===== src/rtl/i2cm_pkg.sv =====
package i2cm_pkg;

  localparam logic [2:0] OP_START     = 3'd1;
  localparam logic [2:0] OP_WRITE     = 3'd2;
  localparam logic [2:0] OP_READ_ACK  = 3'd3;
  localparam logic [2:0] OP_READ_NACK = 3'd4;
  localparam logic [2:0] OP_STOP      = 3'd5;

  localparam logic [7:0] SC_BUS_ERROR  = 8'h00;
  localparam logic [7:0] SC_START      = 8'h08;
  localparam logic [7:0] SC_RSTART     = 8'h10;
  localparam logic [7:0] SC_ADDR_W_ACK = 8'h18;
  localparam logic [7:0] SC_ADDR_W_NAK = 8'h20;
  localparam logic [7:0] SC_DATA_ACK   = 8'h28;
  localparam logic [7:0] SC_DATA_NAK   = 8'h30;
  localparam logic [7:0] SC_ARB_LOST   = 8'h38;
  localparam logic [7:0] SC_ADDR_R_ACK = 8'h40;
  localparam logic [7:0] SC_ADDR_R_NAK = 8'h48;
  localparam logic [7:0] SC_RX_ACK     = 8'h50;
  localparam logic [7:0] SC_RX_NAK     = 8'h58;
  localparam logic [7:0] SC_NONE       = 8'hF8;

  typedef enum logic [2:0] {
    ST_IDLE, ST_HOLD, ST_START, ST_RSTART, ST_XFER, ST_STOP
  } engState_t;

  // control -> datapath
  typedef struct packed {
    logic run;        // slot counters advance
    logic loadTx;     // capture command byte
    logic shiftTx;    // advance transmit shifter
    logic captureRx;  // shift sampled SDA into receiver
    logic sclLow;     // requested SCL drive
    logic sdaLow;     // requested SDA drive
  } ctlStrobe_t;

  // datapath -> control
  typedef struct packed {
    logic       sampleTick;
    logic       slotEnd;
    logic [1:0] phase;
    logic [3:0] bitIdx;
    logic       txMsb;
    logic       sdaBit;
    logic       timeout;
    logic       sdaOeNow;
  } dpFeedback_t;

endpackage


===== src/rtl/i2cm_datapath.sv =====
module i2cm_datapath
  import i2cm_pkg::*;
#(
  parameter int QUARTER_DIV    = 10,
  parameter int TIMEOUT_CYCLES = 100000,
  parameter int SYNC_STAGES    = 2
) (
  input  logic        clk,
  input  logic        rstN,
  input  ctlStrobe_t  stb,
  input  logic [7:0]  cmdData,
  input  logic        sclIn,
  input  logic        sdaIn,
  output dpFeedback_t fb,
  output logic        sclOe,
  output logic        sdaOe,
  output logic [7:0]  rxData
);

  localparam int DW = (QUARTER_DIV > 2) ? $clog2(QUARTER_DIV) : 1;
  localparam int TW = $clog2(TIMEOUT_CYCLES + 1);
  localparam logic [DW-1:0] DIV_LAST  = DW'(QUARTER_DIV - 1);
  localparam logic [TW-1:0] LOW_LIMIT = TW'(TIMEOUT_CYCLES);

  logic [SYNC_STAGES-1:0] sclPipe, sdaPipe;
  logic [DW-1:0] divCnt;
  logic [1:0]    phase;
  logic [3:0]    bitIdx;
  logic [7:0]    txShift;
  logic [7:0]    rxShift;
  logic [TW-1:0] lowCnt;
  logic          qTick;
  logic          sclSync;

  // input synchronisers (released level = 1)
  always_ff @(posedge clk or negedge rstN) begin
    if (!rstN) begin
      sclPipe <= '1;
      sdaPipe <= '1;
    end else begin
      sclPipe <= {sclPipe[SYNC_STAGES-2:0], sclIn};
      sdaPipe <= {sdaPipe[SYNC_STAGES-2:0], sdaIn};
    end
  end
  assign sclSync = sclPipe[SYNC_STAGES-1];

  // quarter-period divider, phase and bit counters
  assign qTick = stb.run && (divCnt == DIV_LAST);

  always_ff @(posedge clk or negedge rstN) begin
    if (!rstN) begin
      divCnt <= '0;
      phase  <= '0;
      bitIdx <= '0;
    end else if (!stb.run) begin
      divCnt <= '0;
      phase  <= '0;
      bitIdx <= '0;
    end else if (qTick) begin
      divCnt <= '0;
      phase  <= phase + 2'd1;
      if (phase == 2'd3) bitIdx <= bitIdx + 4'd1;
    end else begin
      divCnt <= divCnt + DW'(1);
    end
  end

  // byte shifters
  always_ff @(posedge clk or negedge rstN) begin
    if (!rstN) begin
      txShift <= '0;
      rxShift <= '0;
    end else begin
      if (stb.loadTx)       txShift <= cmdData;
      else if (stb.shiftTx) txShift <= {txShift[6:0], 1'b0};
      if (stb.captureRx)    rxShift <= {rxShift[6:0], sdaPipe[SYNC_STAGES-1]};
    end
  end

  // open-drain drive registers
  always_ff @(posedge clk or negedge rstN) begin
    if (!rstN) begin
      sclOe <= 1'b0;
      sdaOe <= 1'b0;
    end else begin
      sclOe <= stb.sclLow;
      sdaOe <= stb.sdaLow;
    end
  end

  // SCL-low watchdog: any high level restarts it, saturates at the limit
  always_ff @(posedge clk or negedge rstN) begin
    if (!rstN)                  lowCnt <= '0;
    else if (sclSync)           lowCnt <= '0;
    else if (lowCnt != LOW_LIMIT) lowCnt <= lowCnt + TW'(1);
  end

  assign rxData = rxShift;

  always_comb begin
    fb.sampleTick = qTick && (phase == 2'd2);
    fb.slotEnd    = qTick && (phase == 2'd3);
    fb.phase      = phase;
    fb.bitIdx     = bitIdx;
    fb.txMsb      = txShift[7];
    fb.sdaBit     = sdaPipe[SYNC_STAGES-1];
    fb.timeout    = (lowCnt == LOW_LIMIT);
    fb.sdaOeNow   = sdaOe;
  end

endmodule


===== src/rtl/i2cm_control.sv =====
module i2cm_control
  import i2cm_pkg::*;
(
  input  logic        clk,
  input  logic        rstN,
  input  logic        cmdValid,
  input  logic [2:0]  cmdOp,
  input  logic        dirBit,
  input  dpFeedback_t fb,
  output ctlStrobe_t  stb,
  output logic        busy,
  output logic        statusEvent,
  output logic [7:0]  statusCode
);

  engState_t state;
  logic isRead, ackOut, isAddr, addrRd, afterStart, ackSeen;
  logic cmdAccept, dataBit, ackBit, arbLost;

  assign dataBit = (fb.bitIdx < 4'd8);
  assign ackBit  = (fb.bitIdx == 4'd8);
  assign arbLost = fb.sampleTick && !isRead && dataBit && fb.txMsb && !fb.sdaBit;

  always_comb begin
    cmdAccept = cmdValid &&
                (((state == ST_IDLE) && (cmdOp == OP_START)) ||
                 ((state == ST_HOLD) && (cmdOp >= OP_START) && (cmdOp <= OP_STOP)));
  end

  always_comb begin
    stb  = '0;
    busy = 1'b1;
    case (state)
      ST_IDLE: begin
        busy = 1'b0;
      end
      ST_HOLD: begin
        busy       = 1'b0;
        stb.sclLow = 1'b1;
        stb.sdaLow = fb.sdaOeNow;
        stb.loadTx = cmdAccept && (cmdOp == OP_WRITE);
      end
      ST_START: begin
        stb.run    = 1'b1;
        stb.sdaLow = 1'b1;
        stb.sclLow = fb.phase[1];
      end
      ST_RSTART: begin
        stb.run    = 1'b1;
        stb.sclLow = (fb.phase == 2'd0) || (fb.phase == 2'd3);
        stb.sdaLow = fb.phase[1];
      end
      ST_STOP: begin
        stb.run    = 1'b1;
        stb.sclLow = (fb.phase == 2'd0);
        stb.sdaLow = !fb.phase[1];
      end
      ST_XFER: begin
        stb.run       = 1'b1;
        stb.sclLow    = (fb.phase == 2'd0) || (fb.phase == 2'd3);
        stb.sdaLow    = dataBit ? (!isRead && !fb.txMsb) : (isRead && ackOut);
        stb.shiftTx   = fb.slotEnd && !isRead && dataBit;
        stb.captureRx = fb.sampleTick && isRead && dataBit;
      end
      default: busy = 1'b0;
    endcase
  end

  function automatic logic [7:0] xferCode(input logic rd, input logic addr,
                                          input logic addrR, input logic ack,
                                          input logic ackDriven);
    if (rd)        return ackDriven ? SC_RX_ACK : SC_RX_NAK;
    else if (!addr) return ack ? SC_DATA_ACK : SC_DATA_NAK;
    else if (addrR) return ack ? SC_ADDR_R_ACK : SC_ADDR_R_NAK;
    else            return ack ? SC_ADDR_W_ACK : SC_ADDR_W_NAK;
  endfunction

  always_ff @(posedge clk or negedge rstN) begin
    if (!rstN) begin
      state       <= ST_IDLE;
      statusCode  <= SC_NONE;
      statusEvent <= 1'b0;
      isRead      <= 1'b0;
      ackOut      <= 1'b0;
      isAddr      <= 1'b0;
      addrRd      <= 1'b0;
      afterStart  <= 1'b0;
      ackSeen     <= 1'b0;
    end else begin
      statusEvent <= 1'b0;
      if ((state != ST_IDLE) && fb.timeout) begin
        state       <= ST_IDLE;
        statusCode  <= SC_BUS_ERROR;
        statusEvent <= 1'b1;
      end else begin
        case (state)
          ST_IDLE: if (cmdAccept) state <= ST_START;
          ST_HOLD: if (cmdAccept) begin
            case (cmdOp)
              OP_START: state <= ST_RSTART;
              OP_WRITE: begin
                state      <= ST_XFER;
                isRead     <= 1'b0;
                isAddr     <= afterStart;
                addrRd     <= dirBit;
                afterStart <= 1'b0;
              end
              OP_READ_ACK, OP_READ_NACK: begin
                state      <= ST_XFER;
                isRead     <= 1'b1;
                ackOut     <= (cmdOp == OP_READ_ACK);
                afterStart <= 1'b0;
              end
              default: state <= ST_STOP;
            endcase
          end
          ST_START, ST_RSTART: if (fb.slotEnd) begin
            state       <= ST_HOLD;
            statusCode  <= (state == ST_START) ? SC_START : SC_RSTART;
            statusEvent <= 1'b1;
            afterStart  <= 1'b1;
          end
          ST_STOP: if (fb.slotEnd) state <= ST_IDLE;
          ST_XFER: begin
            if (arbLost) begin
              state       <= ST_IDLE;
              statusCode  <= SC_ARB_LOST;
              statusEvent <= 1'b1;
            end else begin
              if (fb.sampleTick && ackBit) ackSeen <= !fb.sdaBit;
              if (fb.slotEnd && ackBit) begin
                state       <= ST_HOLD;
                statusCode  <= xferCode(isRead, isAddr, addrRd, ackSeen, ackOut);
                statusEvent <= 1'b1;
              end
            end
          end
          default: state <= ST_IDLE;
        endcase
      end
    end
  end

endmodule


===== src/rtl/i2c_byte_master.sv =====
module i2c_byte_master
  import i2cm_pkg::*;
#(
  parameter int QUARTER_DIV    = 10,
  parameter int TIMEOUT_CYCLES = 100000
) (
  input  logic       clk,
  input  logic       rstN,
  input  logic       cmdValid,
  input  logic [2:0] cmdOp,
  input  logic [7:0] cmdData,
  input  logic       sclIn,
  input  logic       sdaIn,
  output logic       sclOe,
  output logic       sdaOe,
  output logic       busy,
  output logic       statusEvent,
  output logic [7:0] statusCode,
  output logic [7:0] rxData
);

  ctlStrobe_t  stb;
  dpFeedback_t fb;

  i2cm_control u_ctl (
    .clk         (clk),
    .rstN        (rstN),
    .cmdValid    (cmdValid),
    .cmdOp       (cmdOp),
    .dirBit      (cmdData[0]),
    .fb          (fb),
    .stb         (stb),
    .busy        (busy),
    .statusEvent (statusEvent),
    .statusCode  (statusCode)
  );

  i2cm_datapath #(
    .QUARTER_DIV    (QUARTER_DIV),
    .TIMEOUT_CYCLES (TIMEOUT_CYCLES),
    .SYNC_STAGES    (2)
  ) u_dp (
    .clk     (clk),
    .rstN    (rstN),
    .stb     (stb),
    .cmdData (cmdData),
    .sclIn   (sclIn),
    .sdaIn   (sdaIn),
    .fb      (fb),
    .sclOe   (sclOe),
    .sdaOe   (sdaOe),
    .rxData  (rxData)
  );

endmodule


===== config.mk =====
export PLATFORM = sky130hd
export DESIGN_NAME = i2c_byte_master
export DESIGN_NICKNAME = d
export VERILOG_FILES = /design/src/rtl/i2cm_pkg.sv /design/src/rtl/i2cm_datapath.sv /design/src/rtl/i2cm_control.sv /design/src/rtl/i2c_byte_master.sv
export SDC_FILE = /design/constraint.sdc
export NUM_CORES = 1
export LEC_CHECK = 0
export ABC_AREA = 1
export BUFFER_PORTS_ARGS = -buffer_cell sky130_fd_sc_hd__buf_4
export CAP_MARGIN = 40
export CORE_ASPECT_RATIO = 2
export CORE_MARGIN = 4
export CORE_UTILIZATION = 25
export CTS_BUF_LIST = sky130_fd_sc_hd__clkbuf_8
export DETAILED_ROUTE_END_ITERATION = 16
export MAX_ROUTING_LAYER = met4
export SLEW_MARGIN = 20
export SYNTH_ARGS = -nofsm -noshare
export SYNTH_HDL_FRONTEND = slang
export SYNTH_HIERARCHICAL = 1
export SYNTH_SLANG_ARGS = --single-unit

===== constraint.sdc =====
create_clock -name clk -period 4.05 [get_ports clk]
set_input_delay 0.405 -clock clk [delete_from_list [all_inputs] [get_ports clk]]
set_output_delay 0.405 -clock clk [all_outputs]
set_load 0.05 [all_outputs]

==> results.toml, run 1 <==
[power_and_ir_drop]
p_leak_nw = 2.06
p_seq_frac = 0.373
finalPower_mw = 2.06
p_comb_frac = 0.288
p_per_area_nw_per_um2 = 470
swShare = 0.360
p_clk_frac = 0.339
internal_power_mw = 1.32
switching_power_mw = 0.743
irDropWorstVdd_uv = 183

[clocking]
cts.path.max_buffers = 2
cts_sinks = 64
cts_buffers = 9
insertion_delay_ps = 350
root_buffer = "clkbuf_8"
cts_setup_buffers = 0
cts_resized = 0
h-tree-depth = 3
postCtsHoldBufs = 1
path_clk_slew_ps = 80
cts_tree = "done"

[detailed_routing]
drt-initial-drc-count = 165
wl_mm = 9.11
first_pass_iters = 6
vias_per_cell = 4.39
wl_per_cell_um = 12.7
vias = 3146
drc = 0
antenna_left = 0

[worst_hold_path]
hold_path_depth = 1
hold_class = "input port to register"
min_from = "sdaIn"
hold_end = "u_dp/sdaPipe[0]"

[critical_path]
path_cells = "inv_2, ha_1, nand2_1, nor2_1, inv_1, nor4_1, inv_1, nand2_1, inv_1, nand2_1, o211ai_1"
cp.arrival_ps = 2830
rrSetupSlack_ps = 1450
crit_type = "register to register"
reg2reg_to = "u_dp/txShift[3]"
required_ps = 4280
path_max_fanout = 9
slowest_stage = "dfrtp_1"
ff2ff_path_depth = 11
r2r-start = "u_ctl/state[2]"
critPathMaxStageDelay_ps = 500
worst_setup_path_start_kind = "register"
worst_setup_path_end_kind = "register"

[floorplanning]
die_h_um = 180
start_util = 0.256
dieWidth_um = 94.0
rows = 62
core_um2 = 14400
die_area_um2 = 16900
io_pins = 36

[placed_design]
hpwl_mm = 7.27
gp_congestion = 0.947
io_buffers = 32

[timing]
relSlewSlack = 0.558
rsz0062_at_grt = "false"
worst_slew_pin_slew_ps = 657
period_share = 0.642
period_minus_slack_ps = 2600
tns_ps = 0
fmax_mhz = 385
setup_viol = 0
skew_ps = 10.8
finalHoldViolCount = 0
slew_violations = 0

[layout]
final_layout_size_suffix_gt1_frac = 0.179
final_core_util = 0.304
area_growth_pct = 18.9
antennaDiodeCount = 0
nets = 548

[synth]
synth-main-ff-cell = "dfrtp_1"
avgSynthCellArea_um2 = 7.63
synth_area_leaders = "dfrtp_1 37%, nand2_1 12%, nor2_1 6.8%"
syn_area_um2 = 3690
netlist-cell-type-count = 37
ys_top_cells_by_count = "115 x nand2_1, 67 x nor2_1, 64 x inv_1"
synth.ff_latch_count = 64
synth_enable_flop_cells = 0
synth_warnings = 6
ys_seq_area_frac = 0.437
syn_inst = 484
yosysMostFrequentCell = "nand2_1"
synth.largest_area_cell = "dfrtp_1"
yosysTopAreaCellShare = 0.373
async_flop_share = 1.00

[grt]
grt_start_max_net_pins = 37
globalRouteOverflowTotal = 0
grt_first_pass_wirelength_mm = 14.8
antenna_found_initial = 0
grt_use_total = 0.116
grt_pass1_vias = 3120

[status]
status = "finished clean"

[job]
cap_viol_max_count = 0
[power groups by stage]
stage	Clock (mW)	Combinational (mW)	Sequential, mW
after global placement	0	0.592	0.783
final	0.700	0.594	0.770
after floorplan	0	0.386	0.831
after detailed placement	0	0.598	0.784
after global routing	0.749	0.663	0.778
after CTS	0.723	0.601	0.772
[layer usage]
layer	track usage	vias up	wire length, um
met5	-	-	0
met3	0.0197	27	246
li1	-	1605	-
met4	0.0660	0	420
met2	0.215	55	5210
met1	0.108	1459	3230
[state kept, by name (all words and copies together) (netlist names), 2 cells and up]
register / cells
u_dp/sclPipe: 2
u_dp/bitIdx: 4
u_dp/phase: 2
u_ctl/state: 3
u_dp/lowCnt: 17
u_dp/sdaPipe: 2
u_dp/divCnt: 4
u_dp/rxData: 8
u_dp/txShift: 8
u_ctl/statusCode: 5
[cells in the final DEF (no fill, tap or decap), types with 4 or more instances in the layout]
master,netlist,final
buf_4,8,33
dfstp_2,9,9
nand4_1,9,9
dfrtp_1,55,55
nand2_1,115,115
nor2_1,67,67
nand2_2,8,8
nor2_2,4,4
clkbuf_8,0,9
ha_1,12,12
inv_2,4,4
nand3_1,38,38
a21oi_1,17,17
nor3_1,5,5
o211ai_1,4,4
nand2_4,5,5
nand3_2,4,4
o21ai_0,24,24
nor2_4,4,4
inv_1,64,64
[area by class of cell]
cell class                 count  area, um2
timing repair buffer          35        278
clock buffer                   9        124
tap                          192        240
inverter                      68        255
sequential                    64       1610
fill                        1589      10000
multi-input combinational    342       1760
clock inverter                 7        128
[worst max path at each step]
stage                              start         endpoint  slack [ps]  cells after the start
after global placement    u_ctl/state[2]  u_dp/txShift[1]        1540                     11
after CTS                 u_ctl/state[2]  u_dp/txShift[3]        1440                     11
final                     u_ctl/state[2]  u_dp/txShift[3]        1450                     11
after global routing      u_ctl/state[2]  u_dp/txShift[2]        1140                     10
after floorplan           u_ctl/state[2]   u_dp/rxData[1]        1530                      9
after detailed placement  u_ctl/state[2]  u_dp/txShift[1]        1440                     11
[kinds of logic (layout without fill, tap and decap cells)]
family	count (synthesis)	after routing	share of synthesized area
AOI/OAI and AO/OA	53	53	0.0803
buffers and inverters	80	119	0.0904
adders and majority gates	12	12	0.0406
and+or+nand+nor	268	268	0.336
DFF	64	64	0.437
muxes	2	2	0.00610
xor gates and xnor gates	4	4	0.00948
other	1	3	0.00101
[stage by stage]
step                      instances  cell area (um2)  worst slack (ps)  hold slack, ps
final                           717             4390              1450             158
after detailed placement        700             4130              1440             347
after CTS                       717             4390              1440             139
after global routing            717             4390              1140             130
after global placement          699             4110              1540             346
after floorplan                 486             3700              1530             109
[worst max-delay path, delay by kind of cell (launching register included)]
kind / cells / cell delay (ps)
compound gates: 1 / 70
fa+ha+maj: 1 / 470
buf+inv: 4 / 430
flops: 1 / 500
simple gates: 5 / 1000
(Power assumes the default switching activity.)
==> run 2: changes to the inputs <==
--- a/config.mk
+++ b/config.mk
@@ -5,7 +5,7 @@
 export SDC_FILE = /design/constraint.sdc
 export NUM_CORES = 1
 export LEC_CHECK = 0
-export ABC_AREA = 1
+export ABC_AREA = 0
 export BUFFER_PORTS_ARGS = -buffer_cell sky130_fd_sc_hd__buf_4
 export CAP_MARGIN = 40
 export CORE_ASPECT_RATIO = 2
==> constraint.sdc (replaced) <==
create_clock -name clk -period 2.3 [get_ports clk]
set_input_delay 0.23 -clock clk [delete_from_list [all_inputs] [get_ports clk]]
set_output_delay 0.23 -clock clk [all_outputs]
set_load 0.05 [all_outputs]
==> run 2 against run 1 <==
- the run now ends with negative setup slack left
- sequential cell count unchanged
- register-to-register slack worse by 1600 ps
- clock power rose by 74%
- combinational power grew to 2.9 times the previous value
- sequential power is 84% higher
- sequential share of layout area shrank 1.6 points
- via count decreased by 7.5%
- synthesized cell count shrank 27%
- worst hold slack got worse by 60 ps
- largest power group is now combinational logic
==> results.toml, run 2 <==
[clocking]
cts_sinks = 64
root_buffer = "clkbuf_8"
path_clk_slew_ps = 80
cts_buffers = 9
cts.path.max_buffers = 2
cts_tree = "done"
insertion_delay_ps = 350
h-tree-depth = 3

[power_and_ir_drop]
p_leak_nw = 1.96
p_comb_frac = 0.393
p_clk_frac = 0.281
internal_power_mw = 2.79
swShare = 0.358
finalPower_mw = 4.34
irDropWorstVdd_uv = 311
p_per_area_nw_per_um2 = 946
p_seq_frac = 0.326
switching_power_mw = 1.55

[layout]
nets = 457
final_layout_size_suffix_gt1_frac = 0.318
final_common_cell = "buf_4"
top_register = "u_dp/lowCnt"
antennaDiodeCount = 0
largest_reg_flops = 17
final_cell_mix = "73 x buf_4, 55 x dfrtp_1, 34 x nand2_1"
area_growth_pct = 30.6
finish.instance_area_um2 = 4590

[synth]
yosysMostFrequentCell = "dfrtp_1"
avgSynthCellArea_um2 = 9.92
async_flop_share = 1.00
yosysTopAreaCellShare = 0.392
ys_seq_area_frac = 0.459
synth.largest_area_cell = "dfrtp_1"
syn_inst = 354
synth_warnings = 6
ys_top_cells_by_count = "55 x dfrtp_1, 35 x nand2_1, 26 x nor2_1"
syn_area_um2 = 3510
synth.ff_latch_count = 64
synth_area_leaders = "dfrtp_1 39%, dfstp_2 6.7%, mux2_2 4.5%"
synth-main-ff-cell = "dfrtp_1"
netlist-cell-type-count = 62
synth_enable_flop_cells = 0

[critical_path]
path_max_fanout = 4
critPathMaxStageDelay_ps = 540
cp_top_family = "simple AND/OR/NAND/NOR gates"
slowest_stage = "or4_4"
worst_setup_path_start_kind = "register"
required_ps = 2530
path_cells = "or4_4, nor4_4, and2b_1, a32oi_1, o22ai_1, nor3_2, mux2_2"
worst_setup_path_end_kind = "register"
path_buf_inv = 0
crit_type = "register to register"
cp.arrival_ps = 2650

[grt]
grt_use_total = 0.115
grt_start_max_net_pins = 65
antenna_found_initial = 0
grt_first_pass_wirelength_mm = 14.3
globalRouteOverflowTotal = 0
grt_pass1_vias = 2980

[placed_design]
gp_congestion = 0.904
place_area_um2 = 4210
hpwl_mm = 6.55
io_buffers = 32

[detailed_routing]
wl_met3_um = 230
vias_per_cell = 4.67
wl_met1_mm = 3.12
dr_wl_met2_mm = 4.95
first_pass_iters = 4
wl_mm = 8.72
antenna_left = 0
vias = 2910
wl_per_cell_um = 14.0
top_layer_used = "met4"
drc = 0
drt-initial-drc-count = 131

[timing]
worst_slew_pin_slew_ps = 509
layout_setup_ws_ps = -123
holdWs_ps = 97.7
setup_viol = 6
skew_ps = 15.5
fmax_mhz = 413
relSlewSlack = 0.652
rsz0062_at_grt = "true"
finalHoldViolCount = 0
slew_violations = 0
period_share = 1.05
period_minus_slack_ps = 2420

[floorplanning]
core_um2 = 13800
io_pins = 36
start_util = 0.254
die_h_um = 176
dieWidth_um = 91.8
die_area_um2 = 16100
rows = 61

[job]
cap_viol_max_count = 0

[status]
violations = "negative setup slack"
status = "finished with violations"

[worst_hold_path]
hold_class = "input port to register"
run 2: cell types whose count changed in the layout (fill, tap and decap cells not counted), moves of 7 or more:
cell,delta
nand3_1,-23
nand2_2,-7
buf_4,+40
xnor2_1,+11
mux2_2,+9
nand2_1,-81
mux2i_1,+9
inv_1,-45
nor2_1,-41
run 2: area by class of cell:
cell class | count | area (um2)
Fill cell | 1398 | 9230
Multi-Input combinational cell | 255 | 1770
Sequential cell | 64 | 1610
Timing Repair Buffer | 80 | 639
Tap cell | 189 | 236
Clock buffer | 10 | 138
Clock inverter | 6 | 116
Inverter | 19 | 71.3
run 2: what timing repair did:
item                                    in CTS  in global routing
pin swaps                                    6                  5
cloned                                       0                  0
hold buffers                                 3                  0
hold endpoints to repair                    23                  0
endpoints found under the setup margin       7                 11
resized for setup                            7                  4
buffers inserted                             5                  0
run 2: power groups by stage:
stage | clock network, mW | registers (mW) | logic (mW)
after detailed placement | 0 | 1.44 | 1.57
after CTS | 1.26 | 1.41 | 1.68
final | 1.22 | 1.42 | 1.71
after global placement | 0 | 1.43 | 1.54
after global routing | 1.30 | 1.44 | 1.84
after floorplan | 0 | 1.53 | 1.01
run 2: cell families after synthesis:
| group | share of synthesized area |
|---|---|
| multiplexers | 0.0705 |
| AO/OA/AOI/OAI | 0.124 |
| adder cells (fa/ha/maj) | 0.0427 |
| XOR/XNOR | 0.0349 |
| flip-flops | 0.459 |
| other | 0.00107 |
| buffers and inverters | 0.0548 |
| AND/OR/NAND/NOR | 0.213 |
run 2: through the flow:
stage                     TNS (ps)   util  std cells  setup WS (ps)
after global routing         -1390  0.332        623           -236
final                         -487  0.332        623           -123
after global placement        -668  0.304        599           -155
after CTS                     -687  0.329        622           -171
after detailed placement      -888  0.304        599           -206
after floorplan               -633      -        356           -202
run 2: layer usage:
| metal | vias up | track usage |
|---|---|---|
| li1 | 1404 | - |
| met1 | 1414 | 0.112 |
| met2 | 65 | 0.210 |
| met3 | 27 | 0.0189 |
| met4 | 0 | 0.0670 |
| met5 | - | - |
run 2: final timing paths:
check	endpoint	slack, ps	startpoint	depth (start not counted)
worst max register to register	u_ctl/state[2]	-120	u_dp/lowCnt[14]	7
worst max-delay path	u_ctl/state[2]	-120	u_dp/lowCnt[14]	7
max in group asynchronous	u_dp/sclPipe[0]	1520	rstN	3
min in group asynchronous	u_dp/rxData[7]	240	rstN	2
worst min register to register	u_dp/sdaPipe[1]	360	u_dp/sdaPipe[0]	0
worst min-delay path	u_dp/txShift[7]	100	cmdData[7]	3
run 2: worst reg2reg max path: cells and delay by family (launching register included):
| kind | cells | cell delay (ps) |
|---|---|---|
| flip-flops | 1 | 380 |
| AND/OR/NAND/NOR | 4 | 1270 |
| multiplexers | 1 | 350 |
| AO/OA/AOI/OAI | 2 | 320 |
==> run 3: changes to the inputs <==
--- a/config.mk
+++ b/config.mk
@@ -13,6 +13,7 @@
 export CORE_UTILIZATION = 25
 export CTS_BUF_LIST = sky130_fd_sc_hd__clkbuf_8
 export DETAILED_ROUTE_END_ITERATION = 16
+export GPL_TIMING_DRIVEN = 0
 export MAX_ROUTING_LAYER = met4
 export SLEW_MARGIN = 20
 export SYNTH_ARGS = -nofsm -noshare
==> run 3 against run 2 <==
- the flow still finishes with violations (negative setup slack)
- clock power barely moved
- final area rose by 3.3%
- worst hold slack improved by 2.5 ps
- count of clock-buffer cells in the layout rose by 1
- maximum frequency fell by 6.5%
- first-iteration DRC count fell by 18%
- critical path depth did not move
- global-route usage barely moved
- largest cell class unchanged
==> results.toml, run 3 (synthesis results as in run 2) <==
[timing]
skew_ps = 13.0
relSlewSlack = 0.630
rsz0062_at_grt = "true"
fmax_mhz = 386
holdWs_ps = 100
finalHoldViolCount = 0
period_share = 1.13
setup_viol = 11
period_minus_slack_ps = 2590
layout_setup_ws_ps = -292
tns_ps = -1460
worst_slew_pin_slew_ps = 555
slew_violations = 0

[clocking]
insertion_delay_ps = 340
path_clk_slew_ps = 70
cts_tree = "done"
cts_buffers = 9
h-tree-depth = 3
cts_sinks = 64
root_buffer = "clkbuf_8"
cts.path.max_buffers = 2

[layout]
final_layout_size_suffix_gt1_frac = 0.351
final_common_cell = "buf_4"
finish.instance_area_um2 = 4740
final_cell_mix = "60 x buf_4, 52 x dfrtp_1, 34 x nand2_1"
nets = 456
area_growth_pct = 34.9
top_register = "u_dp/lowCnt"
antennaDiodeCount = 0
largest_reg_flops = 17
stdcell_count = 622

[grt]
grt_use_total = 0.115
globalRouteOverflowTotal = 0
antenna_found_initial = 0
grt_start_max_net_pins = 65
grt_pass1_vias = 3025
grt_first_pass_wirelength_mm = 14.4

[floorplanning]
io_pins = 36
die_area_um2 = 16100
core_um2 = 13800
die_h_um = 176
dieWidth_um = 91.8
rows = 61
start_util = 0.254

[worst_hold_path]
hold_class = "input port to register"
hold_end = "u_dp/txShift[5]"
min_from = "cmdData[5]"
hold_path_depth = 3

[job]
cap_viol_max_count = 0

[critical_path]
reg2reg_to = "u_ctl/state[2]"
r2r-start = "u_dp/lowCnt[14]"
rrSetupSlack_ps = -290
path_buf_inv = 0
required_ps = 2520
path_cells = "or4_4, nor4_4, and2b_2, a32oi_2, o22ai_2, nor3_4, mux2_4"
crit_type = "register to register"
worst_setup_path_end_kind = "register"
slowest_stage = "or4_4"
critPathMaxStageDelay_ps = 550
path_max_fanout = 3
cp_top_family = "simple AND/OR/NAND/NOR gates"
crit_start = "u_dp/lowCnt[14]"
cp.arrival_ps = 2820
ff2ff_path_depth = 7
worst_setup_path_start_kind = "register"

[placed_design]
pre_cts_slack_ps = -590
gp_congestion = 0.901
hpwl_mm = 6.20
place_area_um2 = 4030
dp.cells = 577
io_buffers = 32

[power_and_ir_drop]
p_comb_frac = 0.430
p_leak_nw = 1.99
p_per_area_nw_per_um2 = 970
p_clk_frac = 0.264
irDropWorstVdd_uv = 331
switching_power_mw = 1.67
internal_power_mw = 2.93
swShare = 0.362
p_seq_frac = 0.305

[detailed_routing]
first_pass_iters = 4
drt-initial-drc-count = 108
wl_mm = 8.78
vias_per_cell = 4.69
vias = 2917
drc = 0
wl_per_cell_um = 14.1
antenna_left = 0

[status]
violations = "negative setup slack"
status = "finished with violations"
## run 3: changes by cell type in the layout (fill, tap and decap cells not counted), sizes merged
cell and delta:
clkinvlp +2, buf -7, clkinv -2, clkbuf +7
inv -1
## run 3: what timing repair did
action / 4_1_cts / 5_1_grt
gates resized for setup: 35 / 17
endpoints found under the setup margin: 27 / 27
pin swaps: 8 / 11
hold endpoints to repair: 2 / 14
hold buffers: 2 / 1
buffers inserted: 15 / 12
## run 3: power by group through the flow
stage / Combinational (mW) / Sequential (mW) / Clock [mW]
after floorplan: 1.01 / 1.53 / 0
after global placement: 1.50 / 1.41 / 0
after detailed placement: 1.53 / 1.42 / 0
after CTS: 1.85 / 1.40 / 1.25
after global routing: 2.13 / 1.42 / 1.31
final: 1.98 / 1.40 / 1.22
## run 3: tightest hold or removal path, delay by kind of cell
kind	cells	cell delay [ps]
compound gates	1	60
buf+inv	1	80
simple gates	1	40
## run 3: cell type report
type	instances	area, um2
inverter	19	75.1
sequential	64	1620
timing repair buffer	62	508
tap	189	236
buffer	17	143
fill	1406	9070
clock buffer	11	151
multi-input combinational	255	1910
clock inverter	5	103
## run 3: through the flow
| step | utilization | power (mW) |
|---|---|---|
| after floorplan | - | 2.54 |
| after global placement | 0.292 | 2.91 |
| after detailed placement | 0.292 | 2.95 |
| after CTS | 0.330 | 4.51 |
| after global routing | 0.343 | 4.85 |
| final | 0.343 | 4.60 |
## run 3: how the worst max path moves through the flow
stage | cells after the start | slack, ps | end
floorplan | 7 | -200 | u_ctl/state[2]
CTS | 7 | -330 | u_ctl/state[2]
global route | 7 | -380 | u_ctl/state[2]
global placement | 7 | -600 | u_ctl/state[2]
finish | 7 | -290 | u_ctl/state[2]
detailed placement | 7 | -590 | u_ctl/state[2]
## run 3: routing by layer
layer  track usage  vias up  routed length, um
li1              -     1395                  -
met1         0.109     1438               3130
met2         0.212       59               4960
met3        0.0240       25                304
met4        0.0614        0                389
met5             -        -                  0
